--- src/rtl/rob_pkg.sv ---
package rob_pkg;
  localparam int ROB_DEPTH_DEF = 16;
  localparam int ROB_REG_W_DEF = 5;
  localparam int ROB_DATA_W_DEF = 32;
  localparam int ROB_RD_PORTS_DEF = 2;

  typedef struct packed {
    logic live;
    logic done;
    logic bad;
  } rob_flags_t;
endpackage

--- src/rtl/rob_ptrs.sv ---
module rob_ptrs #(
  parameter int DEPTH = 16,
  localparam int IDX_W = $clog2(DEPTH),
  localparam int PTR_W = IDX_W + 1
) (
  input  logic             clk,
  input  logic             rst_n,
  input  logic             push,
  input  logic             pop,
  input  logic             flush,
  output logic [PTR_W-1:0] head,
  output logic [PTR_W-1:0] tail,
  output logic             full
);
  always_ff @(posedge clk) begin
    if (!rst_n) begin
      head <= '0;
      tail <= '0;
    end else if (flush) begin
      head <= tail;
    end else begin
      if (push) tail <= tail + PTR_W'(1);
      if (pop)  head <= head + PTR_W'(1);
    end
  end

  assign full = (head[IDX_W-1:0] == tail[IDX_W-1:0]) && (head[IDX_W] != tail[IDX_W]);
endmodule

--- src/rtl/rob_store.sv ---
module rob_store
  import rob_pkg::*;
#(
  parameter int DEPTH = 16,
  parameter int REG_W = 5,
  parameter int DATA_W = 32,
  parameter int NUM_RD = 2,
  localparam int IDX_W = $clog2(DEPTH)
) (
  input  logic                          clk,
  input  logic                          rst_n,
  input  logic                          flush,
  input  logic                          alloc_fire,
  input  logic [IDX_W-1:0]              alloc_idx,
  input  logic [REG_W-1:0]              alloc_dest,
  input  logic                          wb_valid,
  input  logic [IDX_W-1:0]              wb_idx,
  input  logic [DATA_W-1:0]             wb_value,
  input  logic                          wb_fault,
  input  logic                          retire,
  input  logic [IDX_W-1:0]              head_idx,
  output rob_flags_t                    head_flags,
  output logic [REG_W-1:0]              head_dest,
  output logic [DATA_W-1:0]             head_value,
  input  logic [NUM_RD-1:0][IDX_W-1:0]  rd_idx,
  output logic [NUM_RD-1:0]             rd_ready,
  output logic [NUM_RD-1:0][DATA_W-1:0] rd_value
);
  rob_flags_t        flags [DEPTH];
  logic [REG_W-1:0]  dests [DEPTH];
  logic [DATA_W-1:0] vals  [DEPTH];

  for (genvar s = 0; s < DEPTH; s++) begin : g_slot
    logic take, fill, drop;
    assign take = alloc_fire && (alloc_idx == IDX_W'(s));
    assign fill = wb_valid && (wb_idx == IDX_W'(s)) && flags[s].live && !flags[s].done;
    assign drop = retire && (head_idx == IDX_W'(s));

    always_ff @(posedge clk) begin
      if (!rst_n || flush) begin
        flags[s] <= '0;
      end else begin
        if (drop) flags[s].live <= 1'b0;
        if (fill) begin
          flags[s].done <= 1'b1;
          flags[s].bad  <= wb_fault;
        end
        if (take) flags[s] <= '{live: 1'b1, done: 1'b0, bad: 1'b0};
      end
    end

    always_ff @(posedge clk) begin
      if (take) dests[s] <= alloc_dest;
      if (fill) vals[s]  <= wb_value;
    end
  end

  assign head_flags = flags[head_idx];
  assign head_dest  = dests[head_idx];
  assign head_value = vals[head_idx];

  for (genvar p = 0; p < NUM_RD; p++) begin : g_rd
    assign rd_ready[p] = flags[rd_idx[p]].live && flags[rd_idx[p]].done && !flags[rd_idx[p]].bad;
    assign rd_value[p] = vals[rd_idx[p]];
  end
endmodule

--- src/rtl/rob_retire.sv ---
module rob_retire
  import rob_pkg::*;
#(
  parameter int DEPTH = 16,
  localparam int IDX_W = $clog2(DEPTH)
) (
  input  logic             clk,
  input  logic             rst_n,
  input  logic             flush,
  input  rob_flags_t       head_flags,
  input  logic [IDX_W-1:0] head_idx,
  input  logic             commit_ready,
  output logic             commit_valid,
  output logic             retire,
  output logic             fault_req,
  output logic [IDX_W-1:0] fault_tag
);
  logic head_done;
  assign head_done    = head_flags.live && head_flags.done;
  assign commit_valid = head_done && !head_flags.bad && !flush;
  assign retire       = commit_valid && commit_ready;

  always_ff @(posedge clk) begin
    if (!rst_n || flush) begin
      fault_req <= 1'b0;
      fault_tag <= '0;
    end else if (head_done && head_flags.bad && !fault_req) begin
      fault_req <= 1'b1;
      fault_tag <= head_idx;
    end
  end
endmodule

--- src/rtl/reorder_buffer.sv ---
module reorder_buffer
  import rob_pkg::*;
#(
  parameter int DEPTH = ROB_DEPTH_DEF,
  parameter int REG_W = ROB_REG_W_DEF,
  parameter int DATA_W = ROB_DATA_W_DEF,
  parameter int NUM_RD = ROB_RD_PORTS_DEF,
  localparam int IDX_W = $clog2(DEPTH),
  localparam int PTR_W = IDX_W + 1
) (
  input  logic                          clk,
  input  logic                          rst_n,
  input  logic                          alloc_valid,
  output logic                          alloc_ready,
  input  logic [REG_W-1:0]              alloc_dest,
  output logic [IDX_W-1:0]              alloc_tag,
  input  logic                          wb_valid,
  input  logic [IDX_W-1:0]              wb_tag,
  input  logic [DATA_W-1:0]             wb_value,
  input  logic                          wb_fault,
  output logic                          commit_valid,
  input  logic                          commit_ready,
  output logic [REG_W-1:0]              commit_dest,
  output logic [DATA_W-1:0]             commit_value,
  output logic                          fault_req,
  output logic [IDX_W-1:0]              fault_tag,
  input  logic                          flush,
  input  logic [NUM_RD-1:0][IDX_W-1:0]  rd_tag,
  output logic [NUM_RD-1:0]             rd_ready,
  output logic [NUM_RD-1:0][DATA_W-1:0] rd_value
);
  logic [PTR_W-1:0] head, tail;
  logic             full, retire, alloc_fire;
  rob_flags_t       head_flags;

  assign alloc_ready = !flush && (!full || retire);
  assign alloc_fire  = alloc_valid && alloc_ready;
  assign alloc_tag   = tail[IDX_W-1:0];

  rob_ptrs #(.DEPTH(DEPTH)) ptrs_i (
    .clk(clk), .rst_n(rst_n), .push(alloc_fire), .pop(retire), .flush(flush),
    .head(head), .tail(tail), .full(full)
  );

  rob_store #(.DEPTH(DEPTH), .REG_W(REG_W), .DATA_W(DATA_W), .NUM_RD(NUM_RD)) store_i (
    .clk(clk), .rst_n(rst_n), .flush(flush),
    .alloc_fire(alloc_fire), .alloc_idx(tail[IDX_W-1:0]), .alloc_dest(alloc_dest),
    .wb_valid(wb_valid), .wb_idx(wb_tag), .wb_value(wb_value), .wb_fault(wb_fault),
    .retire(retire), .head_idx(head[IDX_W-1:0]),
    .head_flags(head_flags), .head_dest(commit_dest), .head_value(commit_value),
    .rd_idx(rd_tag), .rd_ready(rd_ready), .rd_value(rd_value)
  );

  rob_retire #(.DEPTH(DEPTH)) retire_i (
    .clk(clk), .rst_n(rst_n), .flush(flush),
    .head_flags(head_flags), .head_idx(head[IDX_W-1:0]),
    .commit_ready(commit_ready), .commit_valid(commit_valid), .retire(retire),
    .fault_req(fault_req), .fault_tag(fault_tag)
  );
endmodule

--- config.mk ---
export PLATFORM = sky130hd
export DESIGN_NAME = reorder_buffer
export DESIGN_NICKNAME = d
export VERILOG_FILES = /design/src/rtl/rob_pkg.sv /design/src/rtl/rob_ptrs.sv /design/src/rtl/rob_store.sv /design/src/rtl/rob_retire.sv /design/src/rtl/reorder_buffer.sv
export SDC_FILE = /design/constraint.sdc
export NUM_CORES = 1
export LEC_CHECK = 0
export BUFFER_PORTS_ARGS = -buffer_cell sky130_fd_sc_hd__buf_2
export CAP_MARGIN = 20
export CORE_UTILIZATION = 40
export CTS_CLUSTER_SIZE = 16
export DETAILED_ROUTE_END_ITERATION = 16
export PLACE_DENSITY_LB_ADDON = 0.05
export SYNTH_ARGS = -nofsm -noshare
export SYNTH_HDL_FRONTEND = slang
export SYNTH_SLANG_ARGS = --single-unit
--- constraint.sdc ---
create_clock -name clk -period 6.75 [get_ports clk]
set_input_delay 1.35 -clock clk [delete_from_list [all_inputs] [get_ports clk]]
set_output_delay 1.35 -clock clk [all_outputs]
set_load 0.005 [all_outputs]
==> impl_metrics.prom, run 1 <==
# TYPE chip_impl_metric gauge
chip_impl_metric{name="first_global_vias",unit=""} 20269
chip_impl_metric{name="die_outline_area",unit="sq mm"} 0.0865
chip_impl_metric{name="grt_max_degree",unit=""} 83
chip_impl_metric{name="routed_wire_length_per_instance",unit="um"} 33.6
chip_impl_metric{name="netlist_instances",unit=""} 1677
chip_impl_metric{name="floorplan.core_area",unit="sq mm"} 0.0841
chip_impl_metric{name="syn2layout_area_growth",unit="%"} 13.1
chip_impl_info{name="worst_path_dominant_cell_family",value="buffers and inverters"} 1
chip_impl_metric{name="grt-ovfl-total",unit=""} 0
chip_impl_metric{name="clk_pwr_share",unit="%"} 42.0
chip_impl_metric{name="fmax",unit="GHz"} 0.202
chip_impl_info{name="rsz0062_at_grt",value="no"} 1
chip_impl_metric{name="antenna_cells",unit=""} 0
chip_impl_metric{name="timing_worst_slew_pin_value",unit="ns"} 1.07
chip_impl_metric{name="slowest_delay",unit="ns"} 0.57
chip_impl_metric{name="synth_edf_count",unit=""} 640
chip_impl_metric{name="share_seq_of_total_power",unit="%"} 48.3
chip_impl_metric{name="post_synthesis_sequential_area_ratio",unit="%"} 57.4
chip_impl_metric{name="power_leakage",unit="nW"} 12.2
chip_impl_metric{name="power_report.internal_total",unit="W"} 0.00727
chip_impl_metric{name="fin_worst_skew",unit="ns"} 0.0265
chip_impl_metric{name="utilization",unit="%"} 45.9
chip_impl_metric{name="power_switching_share",unit="%"} 23.0
chip_impl_metric{name="asyncSetResetFlopFracSynth",unit="%"} 0
chip_impl_info{name="cts_tree",value="built"} 1
chip_impl_info{name="highest-signal-layer",value="met5"} 1
chip_impl_metric{name="detailedRoute.firstIterationViolations",unit=""} 1492
chip_impl_info{name="crit_start_category",value="input pin"} 1
chip_impl_metric{name="clk_transition_reported_paths",unit="ns"} 0.06
chip_impl_metric{name="timing.max_cap.violations",unit=""} 0
chip_impl_metric{name="route.final.wire_length",unit="um"} 101000
chip_impl_metric{name="routabilityCongestion",unit=""} 0.789
chip_impl_info{name="synthFlopType",value="edfxtp_1"} 1
chip_impl_metric{name="number_of_vias_per_cell_after_detailed_routing",unit=""} 6.38
chip_impl_metric{name="clock_tree.buffer_depth",unit=""} 3
chip_impl_metric{name="finalHoldViolations",unit=""} 0
chip_impl_metric{name="antenna_found_initial",unit=""} 4
chip_impl_info{name="worst_path_max_delay_cell",value="mux4_2"} 1
chip_impl_metric{name="power_density",unit="mW/mm^2"} 244
chip_impl_metric{name="post_cts.resized_instances",unit=""} 0
chip_impl_info{name="cp-end-kind",value="output pin"} 1
chip_impl_metric{name="final_layout_size_suffix_gt1_share",unit="%"} 46.3
chip_impl_metric{name="synth_nets",unit=""} 1741
chip_impl_metric{name="postSynthAreaPerCell",unit="sq um"} 20.4
chip_impl_info{name="mostFrequentLayoutCells",value="edfxtp_1 (640), mux4_2 (516), buf_2 (163), clkbuf_16 (80), nor2_1 (41)"} 1
chip_impl_metric{name="min_period_over_period",unit="%"} 73.5
chip_impl_metric{name="data_arrival_time_of_the_critical_path",unit="ns"} 3.61
chip_impl_metric{name="ant_nets",unit=""} 0
chip_impl_metric{name="placement_rows",unit=""} 106
chip_impl_metric{name="peakVddDrop",unit="mV"} 0.187
chip_impl_metric{name="grt_first_pass_wirelength",unit="um"} 147000
chip_impl_metric{name="critPathBufInv",unit=""} 3
chip_impl_metric{name="setup-tns-final",unit="ns"} 0
chip_impl_metric{name="clock_latency",unit="ns"} 0.62
chip_impl_info{name="layout.cells.most_common",value="edfxtp_1"} 1
chip_impl_info{name="critical_path.cell_chain",value="buf_8, buf_12, mux4_2, mux4_2, buf_2"} 1
chip_impl_metric{name="routed_length_on_met1",unit="um"} 41400
chip_impl_metric{name="number_of_cts_inserted_buffers",unit=""} 77
chip_impl_metric{name="ys_types",unit=""} 61
chip_impl_metric{name="finalNetCount",unit=""} 1884
chip_impl_metric{name="floorplan.io_pins",unit=""} 170
chip_impl_metric{name="layout.filler_cells",unit=""} 7192
chip_impl_metric{name="clock_tree.htree_level_count",unit=""} 3
chip_impl_metric{name="die_y",unit="um"} 294
chip_impl_metric{name="cts-hold-fix-buffers",unit=""} 0
chip_impl_metric{name="worstPathRequired",unit="ns"} 5.40
chip_impl_metric{name="final-max-slew-violation-count",unit=""} 0
chip_impl_metric{name="horizontal_extent_of_the_die",unit="um"} 294
chip_impl_metric{name="hpwl",unit="um"} 57800
chip_impl_metric{name="first_pass_iters",unit=""} 5
chip_impl_metric{name="post_cts.repair.setup_buffers",unit=""} 0
chip_impl_info{name="worstHoldPathType",value="flip-flop to flip-flop"} 1
chip_impl_metric{name="clock_sink_count",unit=""} 659
chip_impl_metric{name="initial_core_util",unit="%"} 40.6
chip_impl_metric{name="slew-limit-headroom",unit="%"} 28.5
chip_impl_metric{name="ys_ff_latch",unit=""} 659
chip_impl_info{name="timing.critical_path.mode_cell",value="mux4_2"} 1
chip_impl_metric{name="grt_use_total",unit="%"} 23.9
chip_impl_metric{name="switchingPower",unit="W"} 0.00217
chip_impl_metric{name="drcViolationCount",unit=""} 0
chip_impl_metric{name="dr_wl_met3",unit="um"} 6450
chip_impl_metric{name="syn-cell-area",unit="sq mm"} 0.0341
chip_impl_metric{name="combinational_fraction_of_design_power",unit="%"} 9.7
chip_impl_metric{name="port-buffer-count",unit=""} 169
chip_impl_metric{name="detailroute.wirelength.met2",unit="um"} 51000
chip_impl_info{name="crit_path_category",value="input pin to output pin"} 1
chip_impl_metric{name="yosys_warnings",unit=""} 0
chip_impl_metric{name="fin_crit",unit="ns"} 4.96
chip_impl_info{name="cts-root-buf",value="clkbuf_16"} 1
chip_impl_metric{name="timing.critical_path.fanout_max",unit=""} 53
chip_impl_info{name="status",value="completed"} 1
chip_impl_metric{name="finalSetupViolCount",unit=""} 0
chip_impl_metric{name="vias",unit=""} 19181
-- state kept, by name, summed over array words and instances, names as in the netlist, named ones only --
signal	count
retire_i.fault_req	1
store_i.dests	80
store_i.flags	48
retire_i.fault_tag	4
ptrs_i.tail	5
ptrs_i.head	5
store_i.vals	512
-- stage by stage --
| stage | hold WS (ns) | setup slack [ns] | cell area (sq um) | total power (W) | instances |
|---|---|---|---|---|---|
| detailed placement | 0.481 | 1.73 | 36300 | 0.00558 | 2875 |
| global route | 0.528 | 1.63 | 38600 | 0.00975 | 3007 |
| floorplan | 0.485 | 0.934 | 34100 | 0.00522 | 1677 |
| CTS | 0.497 | 1.73 | 38600 | 0.00956 | 3007 |
| finish | 0.497 | 1.79 | 38600 | 0.00943 | 3007 |
| global placement | 0.479 | 1.73 | 36300 | 0.00557 | 2875 |
-- worst register-to-register path, cell delays in order (launching register included) --
cell	delay, ns
dfxtp_4	0.63
buf_12	0.64
nand3_1	0.13
a21boi_0	0.34
a2bb2oi_1	0.35
and4_2	0.95
o211ai_4	0.34
nor2_1	0.64
-- worst paths after layout --
path | from | endpoint | slack [ns] | cells past startpoint
worst min-delay path | retire_i.fault_tag[3] | retire_i.fault_tag[3] | 0.50 | 2
worst min register to register | retire_i.fault_tag[3] | retire_i.fault_tag[3] | 0.50 | 2
worst max-delay path | rd_tag[4] | rd_value[63] | 1.79 | 5
worst max register to register | flip-flop | store_i.dests[4][0] | 2.36 | 7
-- logic make-up after synthesis --
kind of cell	count (synthesis)	share of synthesized area [%]
mux	526	34.3
flops	659	57.4
compound gates	71	1.91
buf+inv	184	2.31
xor+xnor	5	0.128
fa+ha+maj	8	0.293
simple gates	224	3.62
-- layout make-up --
type                    instances  area, sq um  share of cell area [%]
flip-flops and latches        659        19600                    50.8
multi-input cells             834        13800                    35.8
clock buffers                 100         2080                    5.38
well taps                    1134         1420                    3.68
repair buffers                211         1290                    3.33
clock inverters                32          268                   0.694
inverters                      37          141                   0.366
-- cell usage after synthesis, drive strengths merged (3+ instances only) --
master	count	area, sq um
edfxtp	640	19200
mux4	516	11600
clkbuf	79	298
buf	68	350
nor2	43	161
nand2	39	146
inv	37	139
nand3	37	185
and3	20	125
dfxtp	19	380
nor3	17	90.1
o21ai	15	78.8
o2111ai	14	220
nor3b	12	90.1
nand4b	11	96.3
mux2i	10	100
a211oi	8	65.1
a31oi	8	56.3
ha	8	100
nor2b	8	50.1
a21oi	6	30.0
and3b	5	43.8
o211a	5	50.1
and4	4	35.0
nand3b	4	30.0
nand4	4	25.0
nor4	4	25.0
nor4b	4	41.3
nand2b	3	18.8
o2111a	3	33.8
or2	3	18.8
xnor2	3	26.3
-- per-layer routing --
layer  up-vias  GRT usage [%]
met5         -              0
li1       7737              -
met4         8           6.03
met3       145           4.65
met1     10584           32.4
met2       707           39.8
-- power by group through the flow --
stage	clock network, W	registers [W]	logic [W]
floorplan	0	0.00461	0.000606
global placement	0	0.00464	0.000927
detailed placement	0	0.00464	0.000931
CTS	0.00406	0.00456	0.000933
global route	0.00421	0.00456	0.000978
finish	0.00396	0.00456	0.000913
(Power assumes the default switching activity.)
==> inputs of run 2 (changes only) <==
- ABC_AREA: unset -> 1
- clock period: 6.75 -> 5.15 ns (I/O delays scaled with it)
==> run 2 against run 1 <==
Flip-flop and latch count did not move. First-iteration DRC count increased to 2.6 times the previous value. Sequential share of layout area shrank 2.7 points. Non-clock buffer count up 30. Clock skew down 0.012 ns. Final cell count rose by 78%. Critical path depth grew 1. Utilization is 0.78 points lower. Routed wire length rose by 32%. Total power increased by 39%. Hold slack worse by 0.040 ns.
==> impl_metrics.prom, run 2 <==
# TYPE chip_impl_metric gauge
chip_impl_info{name="crit_path_category",value="flip-flop to output pin"} 1
chip_impl_metric{name="first_pass_iters",unit=""} 6
chip_impl_metric{name="horizontal_extent_of_the_die",unit="um"} 305
chip_impl_metric{name="asyncSetResetFlopFracSynth",unit="%"} 0
chip_impl_metric{name="data_arrival_time_of_the_critical_path",unit="ns"} 3.26
chip_impl_metric{name="min_period_over_period",unit="%"} 83.3
chip_impl_metric{name="ys_types",unit=""} 41
chip_impl_metric{name="clock_tree.htree_level_count",unit=""} 3
chip_impl_metric{name="setup-tns-final",unit="ns"} 0
chip_impl_metric{name="number_of_cts_inserted_buffers",unit=""} 79
chip_impl_metric{name="grt-ovfl-total",unit=""} 0
chip_impl_metric{name="post_cts.resized_instances",unit=""} 0
chip_impl_info{name="ys_top_cells_by_count",value="o21ai_0 (839), edfxtp_1 (640), a21oi_1 (543)"} 1
chip_impl_info{name="synthFlopType",value="edfxtp_1"} 1
chip_impl_metric{name="syn2layout_area_growth",unit="%"} 11.4
chip_impl_info{name="yosysMostFrequentCell",value="o21ai_0"} 1
chip_impl_metric{name="timing.critical_path.fanout_max",unit=""} 58
chip_impl_metric{name="cts-hold-fix-buffers",unit=""} 0
chip_impl_metric{name="routed_wire_length_per_instance",unit="um"} 24.8
chip_impl_metric{name="die_outline_area",unit="sq mm"} 0.0928
chip_impl_metric{name="final-max-slew-violation-count",unit=""} 0
chip_impl_metric{name="fmax",unit="GHz"} 0.233
chip_impl_metric{name="seqCellArea",unit="sq mm"} 0.0196
chip_impl_info{name="critical_path.cell_chain",value="inv_4, buf_4, o21ai_0, o221ai_1, nand2_1, buf_2"} 1
chip_impl_info{name="cts_tree",value="built"} 1
chip_impl_metric{name="slew-limit-headroom",unit="%"} 26.0
chip_impl_metric{name="number_of_vias_per_cell_after_detailed_routing",unit=""} 5.96
chip_impl_metric{name="peakVddDrop",unit="mV"} 0.252
chip_impl_metric{name="reg2reg_slack",unit="ns"} 1.49
chip_impl_metric{name="antenna_found_initial",unit=""} 9
chip_impl_metric{name="grt_first_pass_wirelength",unit="um"} 195000
chip_impl_info{name="holdPathEnd",value="retire_i.fault_tag[1]"} 1
chip_impl_metric{name="fin_worst_skew",unit="ns"} 0.0149
chip_impl_metric{name="grt_max_degree",unit=""} 157
chip_impl_metric{name="vias",unit=""} 31899
chip_impl_info{name="worstReg2RegEnd",value="store_i.dests[0][2]"} 1
chip_impl_metric{name="initial_core_util",unit="%"} 40.5
chip_impl_info{name="cts-root-buf",value="clkbuf_16"} 1
chip_impl_metric{name="dpl-instance-area",unit="sq mm"} 0.0383
chip_impl_metric{name="floorplan.io_pins",unit=""} 170
chip_impl_metric{name="postSynthAreaPerCell",unit="sq um"} 8.81
chip_impl_metric{name="finalSetupViolCount",unit=""} 0
chip_impl_info{name="mostFrequentLayoutCells",value="o21ai_0 (839), edfxtp_1 (640), a21oi_1 (543), nand2_1 (476), inv_1 (338)"} 1
chip_impl_metric{name="power_density",unit="mW/mm^2"} 321
chip_impl_info{name="worstHoldPathType",value="flip-flop to flip-flop"} 1
chip_impl_info{name="rsz0062_at_grt",value="no"} 1
chip_impl_metric{name="synth_edf_count",unit=""} 640
chip_impl_info{name="registers.top_by_ff_count",value="store_i.vals"} 1
chip_impl_metric{name="finalNetCount",unit=""} 4179
chip_impl_metric{name="die_y",unit="um"} 305
chip_impl_metric{name="clk_transition_reported_paths",unit="ns"} 0.05
chip_impl_metric{name="detailedRoute.firstIterationViolations",unit=""} 3834
chip_impl_metric{name="drcViolationCount",unit=""} 0
chip_impl_metric{name="slowest_delay",unit="ns"} 0.74
chip_impl_metric{name="placement_rows",unit=""} 110
chip_impl_metric{name="grt_use_total",unit="%"} 28.0
chip_impl_metric{name="power_leakage",unit="nW"} 14.9
chip_impl_metric{name="netlist_instances",unit=""} 4160
chip_impl_metric{name="final_layout_size_suffix_gt1_share",unit="%"} 10.0
chip_impl_metric{name="timing.max_cap.violations",unit=""} 0
chip_impl_info{name="status",value="completed"} 1
chip_impl_metric{name="worstPathRequired",unit="ns"} 4.12
chip_impl_info{name="netlist.top_cell.by_area",value="edfxtp_1"} 1
chip_impl_metric{name="post_cts.repair.setup_buffers",unit=""} 0
chip_impl_info{name="crit_start_category",value="flip-flop"} 1
chip_impl_metric{name="multiInputGateArea",unit="sq mm"} 0.0142
chip_impl_metric{name="clock_tree.buffer_depth",unit=""} 3
chip_impl_metric{name="first_global_vias",unit=""} 29296
chip_impl_metric{name="routabilityCongestion",unit=""} 0.822
chip_impl_metric{name="post_synthesis_sequential_area_ratio",unit="%"} 53.5
chip_impl_metric{name="layout.filler_cells",unit=""} 8733
chip_impl_info{name="layout.cells.most_common",value="o21ai_0"} 1
chip_impl_info{name="hp-start",value="retire_i.fault_tag[1]"} 1
chip_impl_metric{name="ant_nets",unit=""} 0
chip_impl_metric{name="route.final.wire_length",unit="um"} 133000
chip_impl_metric{name="floorplan.core_area",unit="sq mm"} 0.0904
chip_impl_metric{name="design_area",unit="sq mm"} 0.0408
chip_impl_metric{name="synth_top_cell_area_share",unit="%"} 52.5
chip_impl_metric{name="finalHoldViolations",unit=""} 0
chip_impl_info{name="cp-end-kind",value="output pin"} 1
chip_impl_info{name="ys_top_cells_by_area",value="edfxtp_1 (52%), o21ai_0 (11%), a21oi_1 (7.4%)"} 1
chip_impl_metric{name="worst_hold_path.num_cells",unit=""} 2
chip_impl_metric{name="timing_worst_slew_pin_value",unit="ns"} 1.11
chip_impl_metric{name="fin_crit",unit="ns"} 4.29
chip_impl_info{name="worst_path_max_delay_cell",value="inv_4"} 1
chip_impl_metric{name="port-buffer-count",unit=""} 169
chip_impl_metric{name="ys_ff_latch",unit=""} 659
chip_impl_metric{name="clock_latency",unit="ns"} 0.65
chip_impl_metric{name="timing.reg2reg.worst_path_depth",unit=""} 11
chip_impl_metric{name="clock_sink_count",unit=""} 659
chip_impl_metric{name="syn-cell-area",unit="sq mm"} 0.0366
chip_impl_metric{name="yosys_warnings",unit=""} 0
chip_impl_metric{name="synth_nets",unit=""} 4224
chip_impl_info{name="reg.largest.list",value="store_i.vals x512, store_i.dests x80, store_i.flags x48"} 1
chip_impl_metric{name="number_of_flip_flops_in_the_largest_register",unit=""} 512
chip_impl_metric{name="hpwl",unit="um"} 75100
[run 2: cell count changes after synthesis, sizes merged, moves of 15 or more]
cell,change
o21ai,+847
o22ai,+28
o211ai,+130
inv,+332
clkbuf,+205
nand2,+440
nand3,+218
nor2,+231
and3,-18
nand4,+26
mux4,-516
o221ai,+125
buf,+15
a21oi,+537
[run 2: per-stage QoR]
stage	hold slack [ns]	total power [W]	util (%)	std cells	setup slack [ns]
CTS	0.466	0.0132	45.1	5355	0.866
finish	0.457	0.0131	45.1	5356	0.858
global route	0.494	0.0136	45.1	5355	0.699
global placement	0.453	0.00767	42.4	5210	1.18
detailed placement	0.451	0.00767	42.4	5210	1.16
floorplan	0.457	0.00703	-	4160	1.81
[run 2: power by group]
group          internal (W)  switching, W
clock network       0.00320       0.00233
logic              0.000474       0.00115
registers           0.00591     0.0000335
total               0.00958       0.00351
[run 2: cell families after synthesis]
| logic type | count (synthesis) | synth area share [%] |
|---|---|---|
| AO/OA/AOI/OAI | 1694 | 25.5 |
| XOR/XNOR | 3 | 0.0717 |
| adder cells (fa/ha/maj) | 8 | 0.273 |
| buffers and inverters | 738 | 7.89 |
| flip-flops | 659 | 53.5 |
| multiplexers | 2 | 0.0615 |
| AND/OR/NAND/NOR | 1056 | 12.8 |
[run 2: how the worst max path moves through the flow]
stage,from,end,slack (ns),cells past startpoint
final,flip-flop,commit_value[1],0.86,6
after global routing,flip-flop,alloc_ready,0.70,10
after CTS,flip-flop,commit_value[1],0.87,6
after detailed placement,rd_tag[1],rd_ready[0],1.16,10
after global placement,rd_tag[0],rd_value[16],1.18,9
after floorplan,rd_tag[0],rd_ready[0],1.81,7
[run 2: layout make-up]
type | instances | area share (%)
flip-flops and latches | 659 | 48.1
multi-input cells | 2763 | 34.7
clock buffers | 101 | 5.25
repair buffers | 241 | 4.03
well taps | 1176 | 3.61
inverters | 371 | 3.45
clock inverters | 44 | 0.871
diodes | 1 | 0.00613
[run 2: routing by layer]
layer  vias to the layer above  global-route usage (%)  wire length [um]
met5                         -                       0                63
met4                         8                    7.52              3420
met3                       224                    4.27             10300
met2                      1399                    42.5             58100
met1                     15371                    41.5             61200
li1                      14897                       -                 -
[run 2: worst max-delay path: cells and delay by family (launching register included)]
kind	cells	cell delay, ns
buf+inv	3	1.42
flops	1	0.48
simple gates	1	0.18
compound gates	2	0.48
